`src/rtl/fbMashPkg.sv`:
```
package fbMashPkg;
  // Control-to-datapath strobes
  typedef struct packed {
    logic clr;   // restart with new words
    logic step;  // produce the next divide value
    logic hold;  // integer-only mode active
  } mashStb_t;

  localparam int STAGES = 3;
endpackage

```
`src/rtl/fbMashCtrl.sv`:
```
module fbMashCtrl
  import fbMashPkg::*;
(
  input  logic     clk,
  input  logic     rstN,
  input  logic     loadStb,
  input  logic     refTick,
  input  logic     intOnly,
  output mashStb_t stb,
  output logic     divValid
);
  logic armed;
  logic intMode;

  always_ff @(posedge clk or negedge rstN) begin
    if (!rstN) begin
      armed    <= 1'b0;
      intMode  <= 1'b0;
      divValid <= 1'b0;
    end else begin
      divValid <= 1'b0;
      if (loadStb) begin
        armed   <= 1'b1;
        intMode <= intOnly;
      end else if (refTick && armed) begin
        divValid <= 1'b1;
      end
    end
  end

  always_comb begin
    stb.clr  = loadStb;
    stb.step = refTick && armed && !loadStb;
    stb.hold = intMode;
  end
endmodule

```
`src/rtl/fbMashPath.sv`:
```
module fbMashPath
  import fbMashPkg::*;
#(
  parameter int INT_W   = 7,
  parameter int FRAC_W  = 18,
  parameter int OUT_W   = 8,
  parameter int DIV_MIN = 4,
  parameter int DIV_MAX = 255
) (
  input  logic              clk,
  input  logic              rstN,
  input  mashStb_t          stb,
  input  logic [INT_W-1:0]  intWord,
  input  logic [FRAC_W-1:0] fracWord,
  output logic [OUT_W-1:0]  divOut,
  output logic              rangeErr,
  output logic [INT_W-1:0]  intCfg
);
  localparam int ACC_W = FRAC_W + 1;
  localparam int RAW_W = OUT_W + 2;
  localparam logic signed [RAW_W-1:0] LO_LIM = RAW_W'(DIV_MIN);
  localparam logic signed [RAW_W-1:0] HI_LIM = RAW_W'(DIV_MAX);

  logic [INT_W-1:0]  intReg;
  logic [ACC_W-1:0]  incReg;
  logic [ACC_W-1:0]  accD [STAGES];
  logic [STAGES-1:0] carry;
  logic c2Prev, c3Prev, c3Prev2;

  // Cascade of error-feedback accumulators; each later stage adds the
  // freshly updated residue of the stage before it.
  for (genvar s = 0; s < STAGES; s++) begin : g_stage
    logic [ACC_W-1:0] accQ;
    logic [ACC_W-1:0] stageIn;
    logic [ACC_W:0]   wideSum;
    if (s == 0) begin : g_first
      assign stageIn = incReg;
    end else begin : g_next
      assign stageIn = accD[s-1];
    end
    assign wideSum  = {1'b0, accQ} + {1'b0, stageIn};
    assign accD[s]  = wideSum[ACC_W-1:0];
    assign carry[s] = wideSum[ACC_W];

    always_ff @(posedge clk or negedge rstN) begin
      if (!rstN)                     accQ <= '0;
      else if (stb.clr)              accQ <= '0;
      else if (stb.step && !stb.hold) accQ <= accD[s];
    end
  end

  // Noise-shaped carry combination: c1 + d(c2) + d2(c3)
  logic signed [3:0] ofs;
  always_comb begin
    ofs = 4'sd0;
    if (!stb.hold) begin
      ofs = $signed({3'b000, carry[0]})
          + $signed({3'b000, carry[1]})
          - $signed({3'b000, c2Prev})
          + $signed({3'b000, carry[2]})
          - $signed({2'b00, c3Prev, 1'b0})
          + $signed({3'b000, c3Prev2});
    end
  end

  logic signed [RAW_W-1:0] rawDiv;
  logic [OUT_W-1:0]        clampDiv;
  logic                    outOfWin;
  always_comb begin
    rawDiv = $signed({{(RAW_W-INT_W){1'b0}}, intReg}) + $signed({{(RAW_W-4){ofs[3]}}, ofs});
    outOfWin = 1'b0;
    if (rawDiv < LO_LIM) begin
      clampDiv = OUT_W'(DIV_MIN);
      outOfWin = 1'b1;
    end else if (rawDiv > HI_LIM) begin
      clampDiv = OUT_W'(DIV_MAX);
      outOfWin = 1'b1;
    end else begin
      clampDiv = rawDiv[OUT_W-1:0];
    end
  end

  always_ff @(posedge clk or negedge rstN) begin
    if (!rstN) begin
      intReg   <= '0;
      incReg   <= '0;
      c2Prev   <= 1'b0;
      c3Prev   <= 1'b0;
      c3Prev2  <= 1'b0;
      divOut   <= '0;
      rangeErr <= 1'b0;
    end else if (stb.clr) begin
      intReg  <= intWord;
      incReg  <= {fracWord, 1'b1};
      c2Prev  <= 1'b0;
      c3Prev  <= 1'b0;
      c3Prev2 <= 1'b0;
    end else if (stb.step) begin
      divOut   <= clampDiv;
      rangeErr <= outOfWin;
      if (!stb.hold) begin
        c2Prev  <= carry[1];
        c3Prev2 <= c3Prev;
        c3Prev  <= carry[2];
      end
    end
  end

  assign intCfg = intReg;
endmodule

```
`src/rtl/fbMashMod.sv`:
```
module fbMashMod
  import fbMashPkg::*;
#(
  parameter int INT_W   = 7,
  parameter int FRAC_W  = 18,
  parameter int OUT_W   = 8,
  parameter int DIV_MIN = 4,
  parameter int DIV_MAX = 255
) (
  input  logic              clk,
  input  logic              rstN,
  input  logic              refTick,
  input  logic              loadStb,
  input  logic              intOnly,
  input  logic [INT_W-1:0]  intWord,
  input  logic [FRAC_W-1:0] fracWord,
  output logic [OUT_W-1:0]  divOut,
  output logic              divValid,
  output logic              rangeErr
);
  mashStb_t         ctlStb;
  logic [INT_W-1:0] cfgInt;

  fbMashCtrl ctrl_i (
    .clk(clk), .rstN(rstN), .loadStb(loadStb), .refTick(refTick),
    .intOnly(intOnly), .stb(ctlStb), .divValid(divValid)
  );

  fbMashPath #(
    .INT_W(INT_W), .FRAC_W(FRAC_W), .OUT_W(OUT_W),
    .DIV_MIN(DIV_MIN), .DIV_MAX(DIV_MAX)
  ) path_i (
    .clk(clk), .rstN(rstN), .stb(ctlStb), .intWord(intWord),
    .fracWord(fracWord), .divOut(divOut), .rangeErr(rangeErr), .intCfg(cfgInt)
  );
endmodule

```
`config.mk`:
```
export PLATFORM = sky130hd
export DESIGN_NAME = fbMashMod
export DESIGN_NICKNAME = d
export VERILOG_FILES = /design/src/rtl/fbMashPkg.sv /design/src/rtl/fbMashCtrl.sv /design/src/rtl/fbMashPath.sv /design/src/rtl/fbMashMod.sv
export SDC_FILE = /design/constraint.sdc
export NUM_CORES = 1
export LEC_CHECK = 0
export BUFFER_PORTS_ARGS = -buffer_cell sky130_fd_sc_hd__buf_2
export CAP_MARGIN = 0
export CORE_MARGIN = 2
export CORE_UTILIZATION = 43
export DETAILED_ROUTE_END_ITERATION = 7
export GPL_TIMING_DRIVEN = 1
export PLACE_DENSITY_LB_ADDON = 0.3
export REMOVE_ABC_BUFFERS = 1
export SLEW_MARGIN = 10
export SYNTH_ARGS = -nofsm -noshare
export SYNTH_HDL_FRONTEND = slang
export SYNTH_SLANG_ARGS = --single-unit
```
`constraint.sdc`:
```
create_clock -name clk -period 22 [get_ports clk]
set_clock_uncertainty 0.15 [all_clocks]
set_input_delay 2.2 -clock clk [delete_from_list [all_inputs] [get_ports clk]]
set_output_delay 2.2 -clock clk [all_outputs]
set_load 0.1 [all_outputs]
```
**Yosys cells after proc, flatten, opt, wreduce, memory -nomap -nowiden**

Index checks and enable logic that the tools add are counted.

- $add $sub $neg: 9
- Multiply operators: 0
- Div/mod/pow operators: 0
- $lt $le $gt $ge: 2
- Equality and inequality tests: 1
- Shift operators: 0
- Mux-type cells: 22
- Bitwise gates (word level): 1
- Reductions and logical operators: 9

Operators with widths:

| kind | number |
|---|---|
| 19-bit two-way mux | 6 |
| 19-bit by 19-bit adder with 20-bit output | 3 |
| 8-bit two-way mux | 2 |
| 1-bit two-way mux | 13 |
| 10-bit by 9-bit > comparator with 1-bit output (second input constant) | 1 |
| 10-bit by 4-bit < comparator with 1-bit output (second input constant) | 1 |
| 8-bit by 4-bit adder with 9-bit output | 1 |
| 4-bit by 2-bit adder with 4-bit output | 2 |
| 4-bit two-way mux | 1 |
| 2-bit AND reduction | 2 |
| 2-bit nonzero test | 2 |
| 4-bit by 2-bit subtractor with 4-bit output | 1 |
| 4-bit by 3-bit subtractor with 4-bit output | 1 |
| 1-bit logical AND | 3 |
| 1-bit by 1-bit adder with 2-bit output | 1 |
| 1-bit logical NOT | 2 |
| 2-bit inequality test (second input constant) | 1 |
| 1-bit NOT | 1 |

- Flip-flop bits (word level): 98
- Latch bits: 0
- RAM bits: 0
- Memory bits (read-only): 0
- Input bits: 30
- Output and inout port bits: 10
- Logic and storage cells: 57
- Memories kept: 0

**Depth between registers and ports, before layout**

- Depth in word-level cells: 12
- Depth in mapped cells: 37
- Gate-level depth less buffers: 36

**Modules after synthesis**

From an unflattened synthesis, not the netlist that was laid out.

- Cells, all modules: 653
- Area, all modules: 6513.7 um^2

By module, submodules not included:

| module | instances | cells each | area an instance (um^2) | seq. area each (um^2) |
|---|---|---|---|---|
| fbMashPath | 1 | 645 | 6392.4 | 2377.3 |
| fbMashCtrl | 1 | 8 | 121.4 | 75.1 |

**Worst setup path after synthesis**

No wires, ideal clock.

- Path type: register to register
- Start: reg path_i.incReg[0] (netlist: path_i.g_stage[0].stageIn[0])
- End: reg path_i.divOut[0]
- Library setup time: 122 ps
- Arrival time: 7382 ps
- Required time: 21728 ps
- Slack: 14346 ps
- Stages on the path, launching flop included: 32
- Path buffers: 0
- Clock period less this slack: 7654 ps
- Cell sequence: dfrtp_1 > ha_1 > fa_1 > a211oi_1 > or3_1 > nand3b_1 > o31ai_1 > xnor2_1 > ha_1 > and2_1 > a21boi_1 > xnor2_1 > ha_1 > a21oi_1 > o21ai_0 > a21o_1 > a21oi_1 > o21ai_1 > a221oi_1 > ha_1 > inv_1 > fa_1 > ha_1 > nor2b_1 > ha_1 > a21o_1 > a21oi_2 > mux2i_4 > xnor2_1 > or4b_1 > and2_4 > a22o_1

- Cells in the longest elaborated chain, start to end: 12
- Elaborated cells between the ends (all ways): 14
- Those cells by class: add/sub: 9; order compare: 2; mux: 3

Ends and longest elaborated chain:

| item | RTL line | RTL |
|---|---|---|
| start: declaration | fbMashPath.sv:25 | `logic [ACC_W-1:0] incReg;` |
| start signal: assignment | fbMashPath.sv:94 | `incReg <= {fracWord, 1'b1};` |
| 19-bit by 19-bit adder with 20-bit output * | fbMashPath.sv:41 | `assign wideSum = {1'b0, accQ} + {1'b0, stageIn};` |
| parallel branches: the longest is 3 deep, another holds 19-bit by 19-bit adder with 20-bit output | n/a |  |
| 4-bit by 2-bit adder with 4-bit output * | fbMashPath.sv:60 | `+ $signed({3'b000, carry[2]})` |
| 4-bit by 3-bit subtractor with 4-bit output * | fbMashPath.sv:61 | `- $signed({2'b00, c3Prev, 1'b0})` |
| 4-bit by 2-bit adder with 4-bit output * | fbMashPath.sv:62 | `+ $signed({3'b000, c3Prev2});` |
| 4-bit two-way mux * | fbMashPath.sv:56 | `if (!stb.hold) begin` |
| 8-bit by 4-bit adder with 9-bit output * | fbMashPath.sv:70 | `rawDiv = $signed({{(RAW_W-INT_W){1'b0}}, intReg}) + $signed({{(RAW_W-4){ofs[3]}}, ofs});` |
| 10-bit by 9-bit > comparator with 1-bit output | fbMashPath.sv:75 | `end else if (rawDiv > HI_LIM) begin` |
| 8-bit two-way mux | fbMashPath.sv:75 |  |
| 8-bit two-way mux * | fbMashPath.sv:72 | `if (rawDiv < LO_LIM) begin` |
| end signal: assignment | fbMashPath.sv:99 | `divOut <= clampDiv;` |
| end: declaration | fbMashPath.sv:15 | `output logic [OUT_W-1:0] divOut,` |

Mark *: on every way between the ends.
A chain may end at the register's enable or synchronous reset.

**Worst setup path in the final report**

- Start: reg path_i.incReg[0] (netlist: path_i.g_stage[0].stageIn[0])
- End: reg path_i.divOut[1]

The elaborated chain is that of the path after synthesis.

==> results.yml <==
sta:
  setup_ws_ns: 13.15
  rsz0062_at_grt: "no"
  tns_ns: 0
  period_needed_ns: 8.85
  finalCritPeriodShare_pct: 40.2
  worst_pin_slew_ns: 0.850
  slew_viol_final: 0
  finalHoldViolations: 0
  final-setup-viol-count: 0
  relSlewSlack_pct: 43.3
  clock.fmax_mhz: 113
synth:
  ys.warnings.count: 0
  synth_top_cell_by_area: "dfrtp_1"
  syn-cell-area_mm2: 0.00665
  synthDominantCellAreaShare_pct: 36.5
  ys_types: 63
  synth-edff-count: 0
  synthTopCellsByArea: "dfrtp_1 (36%), ha_1 (12%), a22o_1 (5.5%), mux2_2 (4.2%), xnor2_1 (4.2%)"
  syn_inst: 675
  synth-seq-area-share_pct: 36.5
  synth-seq-cells: 97
  synthArstFlopShare_pct: 100
  synth-main-ff-cell: "dfrtp_1"
  synth_area_per_cell_um2: 9.86
power:
  p_comb_share_pct: 54.6
  ir_drop_mv: 0.0471
  p_switching_mw: 0.378
  p_int_mw: 0.501
  p_per_area_mw_per_mm2: 120
  finalPower_mw: 0.879
  switching_share_pct: 43.0
  p_leak_nw: 3.53
  seqPwrFrac_pct: 26.6
  clkPwrFrac_pct: 18.9
cts:
  clock_path_buffers: 2
  clk_pin_slew_worst_paths_ns: 0.07
  insertion_delay_ns: 0.35
  cts_max_level: 3
  cts_tree: "built"
  cts_hold_buf: 0
  post_cts_resized: 0
  cts_setup_buffers: 0
  ctsRootBufferMaster: "clkbuf_16"
  cts_buffers: 9
  clock-sinks: 97
place:
  dp_slack_ns: 13.26
  port_buffers: 39
  gp_congestion: 0.906
  dp_hpwl_mm: 10.7
  place_area_mm2: 0.00702
drt:
  wl_mm: 14.6
  viasPerCell: 5.80
  drc: 0
  route.vias.total: 5210
  drt_iter0_markers: 298
  antenna_left: 0
  wl_per_cell_um: 16.2
  drt_pass1_iterations: 5
floorplanning:
  core_mm2: 0.0151
  initial_core_util_pct: 43.9
  rows: 45
  die_h_um: 128
  die_area_mm2: 0.0165
  boundaryPins: 40
  fp.dieW_um: 128
worst_setup_path:
  regToRegSetupSlack_ns: 13.15
  cpMostUsedCell: "ha_1"
  worstPathRequired_ns: 22.09
  path_class: "flop to flop"
  end_kind: "flop"
  crit_arrival_ns: 8.94
  crit_path_top_delay_cell: "a221oi_1"
  cpPeakStageDelay_ns: 0.61
  start_kind: "flop"
  cp_max_fo: 5
global_routing:
  grt_first_pass_wirelength_mm: 24.7
  grt_pass1_vias: 5223
  overflow: 0
  track_usage_pct: 18.6
  antenna_found_initial: 0
  grt_start_max_net_pins: 62
min_path:
  worstHoldPathType: "flop to flop"
final_layout:
  final_area_mm2: 0.00733
  area_growth_pct: 10.2
  final_core_util_pct: 48.4
  fillers: 1352
  nets: 807
  diodes: 0
  drive_above_1_share_pct: 13.9
outcome:
  outcome: "finished clean"
flow_run:
  drv_cap: 0
[through the flow]
| stage | cells | hold WS (ns) |
|---|---|---|
| after floorplan | 652 | 0.300 |
| after global placement | 882 | 0.316 |
| after detailed placement | 882 | 0.324 |
| after CTS | 898 | 0.341 |
| after global routing | 898 | 0.372 |
| final | 898 | 0.333 |
[Yosys cell counts (13+ instances only)]
cell type / n
xor2_1: 18
a21o_1: 15
nor2_1: 31
a21oi_1: 48
o21ai_0: 45
inv_1: 23
nand2b_1: 13
ha_1: 66
dfrtp_1: 97
a22o_1: 42
nand2_1: 61
mux2_2: 25
xnor2_1: 32
clkbuf_1: 19
[sequential cells by signal, summed over array words and instances (netlist names)]
| register | flops |
|---|---|
| ctrl_i.divValid | 1 |
| ctrl_i.intMode | 1 |
| path_i.c2Prev | 1 |
| path_i.c3Prev | 1 |
| path_i.c3Prev2 | 1 |
| path_i.divOut | 8 |
| path_i.g_stage.accQ | 57 |
| path_i.g_stage.stageIn | 19 |
| path_i.intCfg | 7 |
| path_i.rangeErr | 1 |
[layout make-up]
| cell class | instances | area, µm² | share of cell area, % |
|---|---|---|---|
| clock buffers | 12 | 267 | 3.63 |
| clock inverters | 4 | 48.8 | 0.666 |
| inverters | 23 | 86.3 | 1.18 |
| multi-input cells | 532 | 4050 | 55.2 |
| flip-flops and latches | 97 | 2430 | 33.1 |
| well taps | 188 | 235 | 3.21 |
| repair buffers | 42 | 220 | 3.00 |
[cell families after synthesis]
family	share of synthesized area, %
buf+inv	2.82
compound gates	21.8
simple gates	12.4
mux	5.64
fa+ha+maj	14.2
xor+xnor	6.58
flops	36.5
[power groups by stage]
stage | logic [mW] | clock network, mW | registers [mW]
finish | 0.480 | 0.166 | 0.233
CTS | 0.477 | 0.171 | 0.233
global route | 0.538 | 0.178 | 0.238
floorplan | 0.351 | 0 | 0.261
detailed placement | 0.473 | 0 | 0.236
global placement | 0.460 | 0 | 0.236
[metal layers]
metal	routed length [µm]	track usage [%]
met1	6780	24.2
met2	7090	31.8
met3	468	2.16
met4	254	6.98
met5	0	0
[critical path: cells and delay by family, from the launching register on]
family / cells / cell delay (ns)
AOI/OAI and AO/OA: 13 / 3.19
muxes: 1 / 0.29
adders and majority gates: 9 / 2.83
xor gates and xnor gates: 3 / 0.48
DFF: 1 / 0.40
and+or+nand+nor: 6 / 1.28
buffers and inverters: 2 / 0.10
[layout by cell type, fill, tap and decap left out, types with 3 or more instances in the layout]
cell type  synthesis  final
ha_1              66     66
a22o_1            42     42
a21o_1            15     15
or2_2              3      3
and2_4             3      3
o21bai_1           7      7
buf_4              0      4
a21oi_1           48     48
and2_1             7      7
o21a_1             6      6
fa_1               6      6
nor2b_1            8      8
dfrtp_1           97     97
nor2_1            31     29
a32o_1             3      3
xor2_1            18     18
nor3_1             6      6
nand2b_1          13     13
xnor2_1           32     32
nand2_1           61     61
mux2_2            25     25
nand4_1            6      6
o31ai_1            5      5
a211oi_1           4      4
mux2i_1            6      6
and3_1             5      5
clkbuf_8           0      3
clkbuf_16          0      9
o21ai_0           45     45
buf_2              0     38
a31oi_1            5      5
o211ai_1           8      8
nand3_1           10     10
inv_1             23     23
[path summary, 6_finish.rpt]
check,cells after the start,to,start
worst max-delay path,34,path_i.divOut[1],path_i.g_stage[0].stageIn[0]
worst min-delay path,2,path_i.g_stage[2].accQ[2],path_i.g_stage[2].accQ[2]
worst max register to register,34,path_i.divOut[1],path_i.g_stage[0].stageIn[0]
worst min register to register,2,path_i.g_stage[2].accQ[2],path_i.g_stage[2].accQ[2]
max in group asynchronous,2,path_i.g_stage[2].accQ[14],rstN
min in group asynchronous,1,path_i.intCfg[6],rstN
Power figures use the tool's default switching activity.
